File: src/rtl/irq_dispatch_pkg.sv
package irq_dispatch_pkg;
  localparam int CFG_W = 22;

  typedef struct packed {
    logic       mask;
    logic       level;
    logic       logical;
    logic [2:0] deliv;
    logic [7:0] vector;
    logic [7:0] dest;
  } pin_cfg_t;

  typedef enum logic [1:0] {
    EV_ASSERT   = 2'd0,
    EV_DEASSERT = 2'd1,
    EV_PULSE    = 2'd2,
    EV_NOP      = 2'd3
  } ev_kind_e;

  typedef enum logic [1:0] {
    ST_IDLE = 2'd0,
    ST_SCAN = 2'd1,
    ST_SEND = 2'd2
  } eng_state_e;
endpackage

File: src/rtl/irq_acount_bank.sv
module irq_acount_bank
  import irq_dispatch_pkg::*;
#(
  parameter int NPINS = 32,
  parameter int CNT_W = 4,
  localparam int PIN_W = $clog2(NPINS)
) (
  input  logic                     clk,
  input  logic                     rst_n,
  input  logic                     upd_en,
  input  logic [PIN_W-1:0]         upd_pin,
  input  ev_kind_e                 upd_kind,
  output logic [NPINS*CNT_W-1:0]   cnt_flat,
  output logic                     err
);
  localparam logic [CNT_W-1:0] CMAX = {1'b0, {(CNT_W-1){1'b1}}};
  localparam logic [CNT_W-1:0] CMIN = {1'b1, {(CNT_W-1){1'b0}}};
  localparam logic [CNT_W-1:0] ONE  = {{(CNT_W-1){1'b0}}, 1'b1};

  function automatic logic [CNT_W-1:0] inc_sat(input logic [CNT_W-1:0] v);
    return (v == CMAX) ? v : v + ONE;
  endfunction

  function automatic logic [CNT_W-1:0] dec_sat(input logic [CNT_W-1:0] v);
    return (v == CMIN) ? v : v - ONE;
  endfunction

  logic [NPINS-1:0] neg_hit;
  logic             err_q;

  for (genvar g = 0; g < NPINS; g++) begin : g_pin
    logic [CNT_W-1:0] c_q, c_nx;
    logic             sel;

    assign sel = upd_en && (upd_pin == PIN_W'(g));

    always_comb begin
      unique case (upd_kind)
        EV_ASSERT:   c_nx = inc_sat(c_q);
        EV_DEASSERT: c_nx = dec_sat(c_q);
        EV_PULSE:    c_nx = dec_sat(inc_sat(c_q));
        default:     c_nx = c_q;
      endcase
    end

    assign neg_hit[g] = sel && c_nx[CNT_W-1] &&
                        (upd_kind == EV_DEASSERT || upd_kind == EV_PULSE);

    always_ff @(posedge clk) begin
      if (!rst_n)   c_q <= '0;
      else if (sel) c_q <= c_nx;
    end

    assign cnt_flat[g*CNT_W +: CNT_W] = c_q;
  end

  always_ff @(posedge clk) begin
    if (!rst_n) err_q <= 1'b0;
    else        err_q <= err_q | (|neg_hit);
  end

  assign err = err_q;

  // once raised, the error flag holds until reset
  a_r9_err_sticky: assert property (@(posedge clk) disable iff (!rst_n)
    err_q |=> err_q);
endmodule

File: src/rtl/irq_msg_slot.sv
module irq_msg_slot
  import irq_dispatch_pkg::*;
#(
  parameter int NPINS = 32,
  localparam int PIN_W = $clog2(NPINS)
) (
  input  logic             clk,
  input  logic             rst_n,
  input  logic             load,
  input  pin_cfg_t         load_cfg,
  input  logic [PIN_W-1:0] load_pin,
  input  logic             ready,
  output logic             valid,
  output pin_cfg_t         cfg_q,
  output logic [PIN_W-1:0] pin_q
);
  logic valid_q;

  always_ff @(posedge clk) begin
    if (!rst_n) begin
      valid_q <= 1'b0;
      cfg_q   <= '0;
      pin_q   <= '0;
    end else if (load) begin
      valid_q <= 1'b1;
      cfg_q   <= load_cfg;
      pin_q   <= load_pin;
    end else if (ready) begin
      valid_q <= 1'b0;
    end
  end

  assign valid = valid_q;

  // a stalled message keeps its contents
  a_r8_msg_hold: assert property (@(posedge clk) disable iff (!rst_n)
    valid_q && !ready |=> valid_q && $stable(cfg_q) && $stable(pin_q));

  // a waiting message is never overwritten
  a_r8_no_overwrite: assert property (@(posedge clk) disable iff (!rst_n)
    load |-> !valid_q);
endmodule

File: src/rtl/pin_irq_dispatch.sv
module pin_irq_dispatch
  import irq_dispatch_pkg::*;
#(
  parameter int NPINS = 32,
  parameter int CNT_W = 4,
  localparam int PIN_W = $clog2(NPINS)
) (
  input  logic                   clk,
  input  logic                   rst_n,
  input  logic                   ev_valid,
  output logic                   ev_ready,
  input  logic [PIN_W-1:0]       ev_pin,
  input  logic [1:0]             ev_kind,
  input  logic                   wr_valid,
  output logic                   wr_ready,
  input  logic [PIN_W-1:0]       wr_pin,
  input  logic                   eoi_valid,
  output logic                   eoi_ready,
  input  logic [7:0]             eoi_vector,
  input  logic [NPINS*CFG_W-1:0] cfg_flat,
  output logic                   msg_valid,
  input  logic                   msg_ready,
  output logic [7:0]             msg_vector,
  output logic [7:0]             msg_dest,
  output logic                   msg_logical,
  output logic [2:0]             msg_deliv,
  output logic                   msg_level,
  output logic [NPINS-1:0]       rpend,
  output logic                   cnt_err
);
  localparam logic [PIN_W-1:0] LAST_PIN = PIN_W'(NPINS - 1);

  pin_cfg_t         cfg_arr [NPINS];
  logic [CNT_W-1:0] cnt_arr [NPINS];
  logic [NPINS*CNT_W-1:0] cnt_flat;

  for (genvar g = 0; g < NPINS; g++) begin : g_unpack
    assign cfg_arr[g] = pin_cfg_t'(cfg_flat[g*CFG_W +: CFG_W]);
    assign cnt_arr[g] = cnt_flat[g*CNT_W +: CNT_W];
  end

  eng_state_e       state_q;
  logic [PIN_W-1:0] scan_idx_q;
  logic             scan_done_q;
  logic             ret_scan_q;
  logic [7:0]       eoi_vec_q;
  logic [NPINS-1:0] rpend_q;

  ev_kind_e         kind;
  logic             eoi_acc, wr_acc, ev_acc, rise;
  logic [PIN_W-1:0] cur_pin;
  pin_cfg_t         cur_cfg;
  logic             cur_pos, match, clr, try_en, rp_eff, fire, set_rp;
  pin_cfg_t         slot_cfg;
  logic [PIN_W-1:0] slot_pin;

  assign kind = ev_kind_e'(ev_kind);

  always_comb begin
    eoi_ready = (state_q == ST_IDLE);
    wr_ready  = (state_q == ST_IDLE) && !eoi_valid;
    ev_ready  = (state_q == ST_IDLE) && !eoi_valid && !wr_valid;
    eoi_acc   = eoi_valid && eoi_ready;
    wr_acc    = wr_valid && wr_ready;
    ev_acc    = ev_valid && ev_ready;
    rise      = (cnt_arr[ev_pin] == '0) && (kind == EV_ASSERT || kind == EV_PULSE);

    if (state_q == ST_SCAN) cur_pin = scan_idx_q;
    else if (wr_valid)      cur_pin = wr_pin;
    else                    cur_pin = ev_pin;

    cur_cfg = cfg_arr[cur_pin];
    cur_pos = !cnt_arr[cur_pin][CNT_W-1] && (cnt_arr[cur_pin] != '0);
    match   = (state_q == ST_SCAN) && rpend_q[cur_pin] && (cur_cfg.vector == eoi_vec_q);
    clr     = match || (wr_acc && !cur_cfg.level);
    try_en  = (match && cur_pos) || (wr_acc && cur_cfg.level && cur_pos) || (ev_acc && rise);
    rp_eff  = rpend_q[cur_pin] && !clr;
    fire    = try_en && !cur_cfg.mask && !(cur_cfg.level && rp_eff);
    set_rp  = fire && cur_cfg.level;
  end

  always_ff @(posedge clk) begin
    if (!rst_n) begin
      state_q     <= ST_IDLE;
      scan_idx_q  <= '0;
      scan_done_q <= 1'b0;
      ret_scan_q  <= 1'b0;
      eoi_vec_q   <= '0;
      rpend_q     <= '0;
    end else begin
      if (clr)    rpend_q[cur_pin] <= 1'b0;
      if (set_rp) rpend_q[cur_pin] <= 1'b1;
      unique case (state_q)
        ST_IDLE: begin
          if (eoi_acc) begin
            state_q    <= ST_SCAN;
            scan_idx_q <= '0;
            eoi_vec_q  <= eoi_vector;
          end else if (fire) begin
            state_q    <= ST_SEND;
            ret_scan_q <= 1'b0;
          end
        end
        ST_SCAN: begin
          scan_idx_q <= scan_idx_q + 1'b1;
          if (fire) begin
            state_q     <= ST_SEND;
            ret_scan_q  <= 1'b1;
            scan_done_q <= (scan_idx_q == LAST_PIN);
          end else if (scan_idx_q == LAST_PIN) begin
            state_q <= ST_IDLE;
          end
        end
        default: begin
          if (msg_ready)
            state_q <= (ret_scan_q && !scan_done_q) ? ST_SCAN : ST_IDLE;
        end
      endcase
    end
  end

  irq_acount_bank #(.NPINS(NPINS), .CNT_W(CNT_W)) u_cnt (
    .clk      (clk),
    .rst_n    (rst_n),
    .upd_en   (ev_acc),
    .upd_pin  (ev_pin),
    .upd_kind (kind),
    .cnt_flat (cnt_flat),
    .err      (cnt_err)
  );

  irq_msg_slot #(.NPINS(NPINS)) u_slot (
    .clk      (clk),
    .rst_n    (rst_n),
    .load     (fire),
    .load_cfg (cur_cfg),
    .load_pin (cur_pin),
    .ready    (msg_ready),
    .valid    (msg_valid),
    .cfg_q    (slot_cfg),
    .pin_q    (slot_pin)
  );

  assign msg_vector  = slot_cfg.vector;
  assign msg_dest    = slot_cfg.dest;
  assign msg_logical = slot_cfg.logical;
  assign msg_deliv   = slot_cfg.deliv;
  assign msg_level   = slot_cfg.level;
  assign rpend       = rpend_q;

  // a level message in flight always has its pin marked pending
  a_r4_level_pending: assert property (@(posedge clk) disable iff (!rst_n)
    msg_valid && msg_level |-> rpend_q[slot_pin]);

  // no pin event or write notice enters during a scan
  a_r5_scan_holds_inputs: assert property (@(posedge clk) disable iff (!rst_n)
    state_q == ST_SCAN |-> !ev_ready && !wr_ready);

  // write-done on an edge pin leaves its pending bit clear
  a_r6_edge_clear: assert property (@(posedge clk) disable iff (!rst_n)
    wr_acc && !cfg_arr[wr_pin].level |=> !rpend_q[$past(wr_pin)]);

  // inputs are refused while a message waits
  a_r8_stall_blocks: assert property (@(posedge clk) disable iff (!rst_n)
    msg_valid && !msg_ready |-> !ev_ready);
endmodule

File: config.mk
export PLATFORM = sky130hd
export DESIGN_NAME = pin_irq_dispatch
export DESIGN_NICKNAME = d
export VERILOG_FILES = /design/src/rtl/irq_dispatch_pkg.sv /design/src/rtl/irq_acount_bank.sv /design/src/rtl/irq_msg_slot.sv /design/src/rtl/pin_irq_dispatch.sv
export SDC_FILE = /design/constraint.sdc
export NUM_CORES = 1
export LEC_CHECK = 0
export BUFFER_PORTS_ARGS = -buffer_cell sky130_fd_sc_hd__buf_2
export CAP_MARGIN = 20
export CORE_AREA = 2 2 303 305
export CTS_BUF_LIST = sky130_fd_sc_hd__clkbuf_2 sky130_fd_sc_hd__clkbuf_4 sky130_fd_sc_hd__clkbuf_8
export DETAILED_ROUTE_END_ITERATION = 10
export DIE_AREA = 0 0 305 307
export PLACE_DENSITY = 0.52
export SKIP_CTS_REPAIR_TIMING = 1
export SLEW_MARGIN = 10
export SYNTH_ARGS = -nofsm -noshare
export SYNTH_HDL_FRONTEND = slang
export SYNTH_SLANG_ARGS = --single-unit
File: constraint.sdc
create_clock -name clk -period 6.7 [get_ports clk]
set_clock_uncertainty 0.15 [all_clocks]
set_input_delay 0.67 -clock clk [delete_from_list [all_inputs] [get_ports clk]]
set_output_delay 0.67 -clock clk [all_outputs]
set_load 0.02 [all_outputs]
==> metrics.md <==
| Metric | Value |
|---|---|
| GRT Overall Usage | `between 20% and 30%` |
| Via count | `between 30000 and 40000` |
| Setup_tns | `0 ns` |
| Most frequent cell after synthesis | `nand2_1` |
| Compound-gate portion of the synthesized area | `28.34%` |
| Clk sinks | `200` |
| Critical Path Sink Type | `flop` |
| RSZ-0062 raised after global routing | `false` |
| Core area | `just over 90000 um2` |
| Mux contribution to synthesized area | `approximately a fifth` |
| Yosys cell types | `81` |
| Vias in the first global route | `~28000` |
| Sequential fraction of the synthesis area | `between 10% and 20%` |
| Most used flip-flop cell after synthesis | `dfxtp_1` |
| Maximum clock insertion buffer count | `2` |
| CTS Buf Count | `17` |
| Register bit count reported by yosys | `200` |
| Synthesis Warnings | `0` |
| Post-synth top area share | `between 10% and 20%` |
| Synth Instances | `3365` |
| HP Class | `in -> reg` |
| Drt wl/cell | `approximately 27 um` |
| Die Area | `between 90000 and 100000 um2` |
| Max-cap viol count | `0` |
| Syn-to-layout area delta | `21.15%` |
| CTS tree | `done` |
| Simple logic cell fraction of the synthesized area | `20.57%` |
| Leakage power | `roughly 0.012 uW` |
| Post-synthesis adder-cell area fraction | `under 10%` |
| Post-synthesis cell area | `~25000 um2` |
| Worst hold slack | `0.1582 ns` |
| HPWL Detailed | `between 100000 and 150000 um` |
| Starting Density | `between 20% and 30%` |
| Router iterations before antenna repair | `6` |
| Initial antenna violation count | `48` |
| Boundary Pins | `around 800` |
| Nets | `roughly 4800` |
| Mapped Avg Cell Area | `between 7 and 8 um2` |
| Rows | `around 110` |
| Area leader, netlist | `dfxtp_1` |
| Vias per cell | `5.912` |
| Xor and xnor fraction of the mapped netlist area | `under 10%` |
| Worst Max-Slew Pin Slew | `approximately 1.1 ns` |
| Final setup violation count | `0` |
| First-pass GRT wire length | `197400 um` |
| Worst setup SP type | `flop` |
| Post-synth EDFFs | `0` |
| Hold Vio Cnt, Final | `0` |
| Fin. max-slew vios | `0` |
| Root Buffer | `clkbuf_8` |
| Asr flop ratio synth | `0%` |
| Tmin final | `5.414 ns` |
| Die Ht | `roughly 300 um` |
| CTS H-tree depth | `4` |
| Reg2Reg Depth | `15` |
| Setup CP Type | `reg -> reg` |
| Synth area leaders | `dfxtp_1, mux4_2, mux2i_1` |
| Power Density | `about 140 nW/um2` |
| Final Wtd Congestion | `1.015` |
| Iter 0 DRT Violations | `3709` |
| Reg clk slew, reported paths | `0.13 ns` |
| Period utilisation layout | `about 81%` |
| Final ANT Viol Nets | `0` |
| Layout cells sized above 1 | `26.56%` |
| Max Clock Freq | `between 0.15 and 0.2 GHz` |
| Status | `finished, final reports clean` |
| Max transition margin | `a little over a quarter` |
| Gr ovfl total | `0` |
| Worst vdd ir | `116.2 uV` |
| Post-synth top cells | `nand2_1, nor2_1, a21oi_1, mux2i_1` |
| FILL cells | `9760` |
| Worst EP required | `between 7 and 8 ns` |
| Clock Latency Late Sink | `a little over 0.6 ns` |
| Max Fanout on Critical Path | `29` |
| Post-Place Cells | `slightly above 5000` |
| Combinational family with the most area after synthesis | `compound AO/OA/AOI/OAI gates` |
| CP arrival | `~5.8 ns` |
| Synth Net Count | `between 4000 and 5000` |
| Largest net degree at the start of global routing | `70` |
| Final Non-Filler Cells | `between 5000 and 6000` |
| WHS Path Cells | `3` |
| Die width | `around 310 um` |
| PortBufs | `about 790` |
| WL final | `approximately 140000 um` |
| DRC | `0` |
-- critical path, stage by stage, from the launching register on --
cell     delay (ns)
dfxtp_1        0.57
and2b_1        0.33
buf_4          0.22
o21ai_4        0.60
buf_12         0.31
buf_4          0.27
nand2_1        0.08
a22oi_1        0.18
o22ai_1        0.12
nor4_1         0.73
xnor2_1        0.22
and4_1         0.29
nand3_1        0.12
a211o_1        0.56
buf_16         0.28
o31ai_1        0.22
-- cell usage in the layout (no fill, tap or decap), drive strengths merged, types with 11 or more instances in the layout --
| cell type | n |
|---|---|
| buf | 857 |
| nand2 | 358 |
| nor2 | 335 |
| a21oi | 282 |
| mux2i | 210 |
| dfxtp | 200 |
| o21ai | 195 |
| a22oi | 162 |
| nand3 | 152 |
| ha | 134 |
| inv | 131 |
| mux4 | 105 |
| nor3 | 93 |
| nand3b | 72 |
| xnor2 | 66 |
| o22ai | 60 |
| o221ai | 42 |
| o31ai | 37 |
| o211ai | 34 |
| o311ai | 34 |
| or3 | 25 |
| diode | 23 |
| o2111ai | 23 |
| a211o | 22 |
| a221oi | 21 |
| clkbuf | 20 |
| mux2 | 20 |
| nor4 | 19 |
| nand2b | 18 |
| a31oi | 16 |
| a41oi | 15 |
| a41o | 15 |
| o31a | 15 |
| and3 | 14 |
| a221o | 14 |
| nand4 | 11 |
-- cells by family (layout without fill, tap and decap cells) --
| logic type | count (synthesis) | after routing |
|---|---|---|
| AO/OA/AOI/OAI | 1064 | 1064 |
| XOR/XNOR | 75 | 75 |
| adder cells (fa/ha/maj) | 134 | 134 |
| buffers and inverters | 426 | 1015 |
| flip-flops | 200 | 200 |
| multiplexers | 335 | 335 |
| other | 0 | 23 |
| AND/OR/NAND/NOR | 1131 | 1131 |
-- layer usage --
metal / track usage, % / up-vias / wire length, um
met3: 7.953 / 196 / 14240
met2: 41.79 / 1532 / 59280
met1: 39.92 / 14860 / 61900
met4: 9.671 / 32 / 4646
met5: 0 / - / 200
li1: - / 13900 / -
-- layout make-up --
cell class	count	area [um2]	share of cell area [%]
inverter	126	475.5	1.562
clock inverter	12	151.4	0.4973
timing repair buffer	857	4534	14.89
multi-input combinational	2739	19470	63.95
tap	1186	1484	4.874
sequential	200	4004	13.15
antenna	23	57.56	0.1891
clock buffer	20	269.0	0.8836
-- registers in the layout, indices dropped and copies added, names as in the netlist --
signal,cells
scan_idx_q,5
u_slot.cfg_q,21
ret_scan_q,1
state_q,2
u_slot.valid,1
scan_done_q,1
u_cnt.g_pin.c_q,128
eoi_vec_q,8
u_cnt.err,1
rpend,32
-- path summary, 6_finish.rpt --
kind                       from            to  slack (ns)
setup / recovery     state_q[1]     rpend[27]        1.29
hold / removal    eoi_vector[3]  eoi_vec_q[3]        0.16
setup reg to reg     state_q[1]     rpend[27]        1.29
hold reg to reg     scan_done_q   scan_done_q        0.31
-- where the power goes --
part | leakage (uW) | switching [uW] | internal (uW)
Clock | 0.000214 | 566 | 339
Sequential | 0.00161 | 12.7 | 1200
Combinational | 0.0105 | 1290 | 818
Total | 0.0123 | 1870 | 2360
-- per-stage QoR --
step	utilization, %	setup slack [ns]	power, uW	area, um2
2_1_floorplan	-	2.814	2452	25130
3_3_place_gp	33.01	1.102	3299	29940
3_5_place_dp	33.04	1.196	3301	29970
4_1_cts	33.50	1.435	4223	30390
5_1_grt	33.53	0.8715	4382	30410
6_report	33.57	1.286	4227	30440
Power figures use the tool's default switching activity.
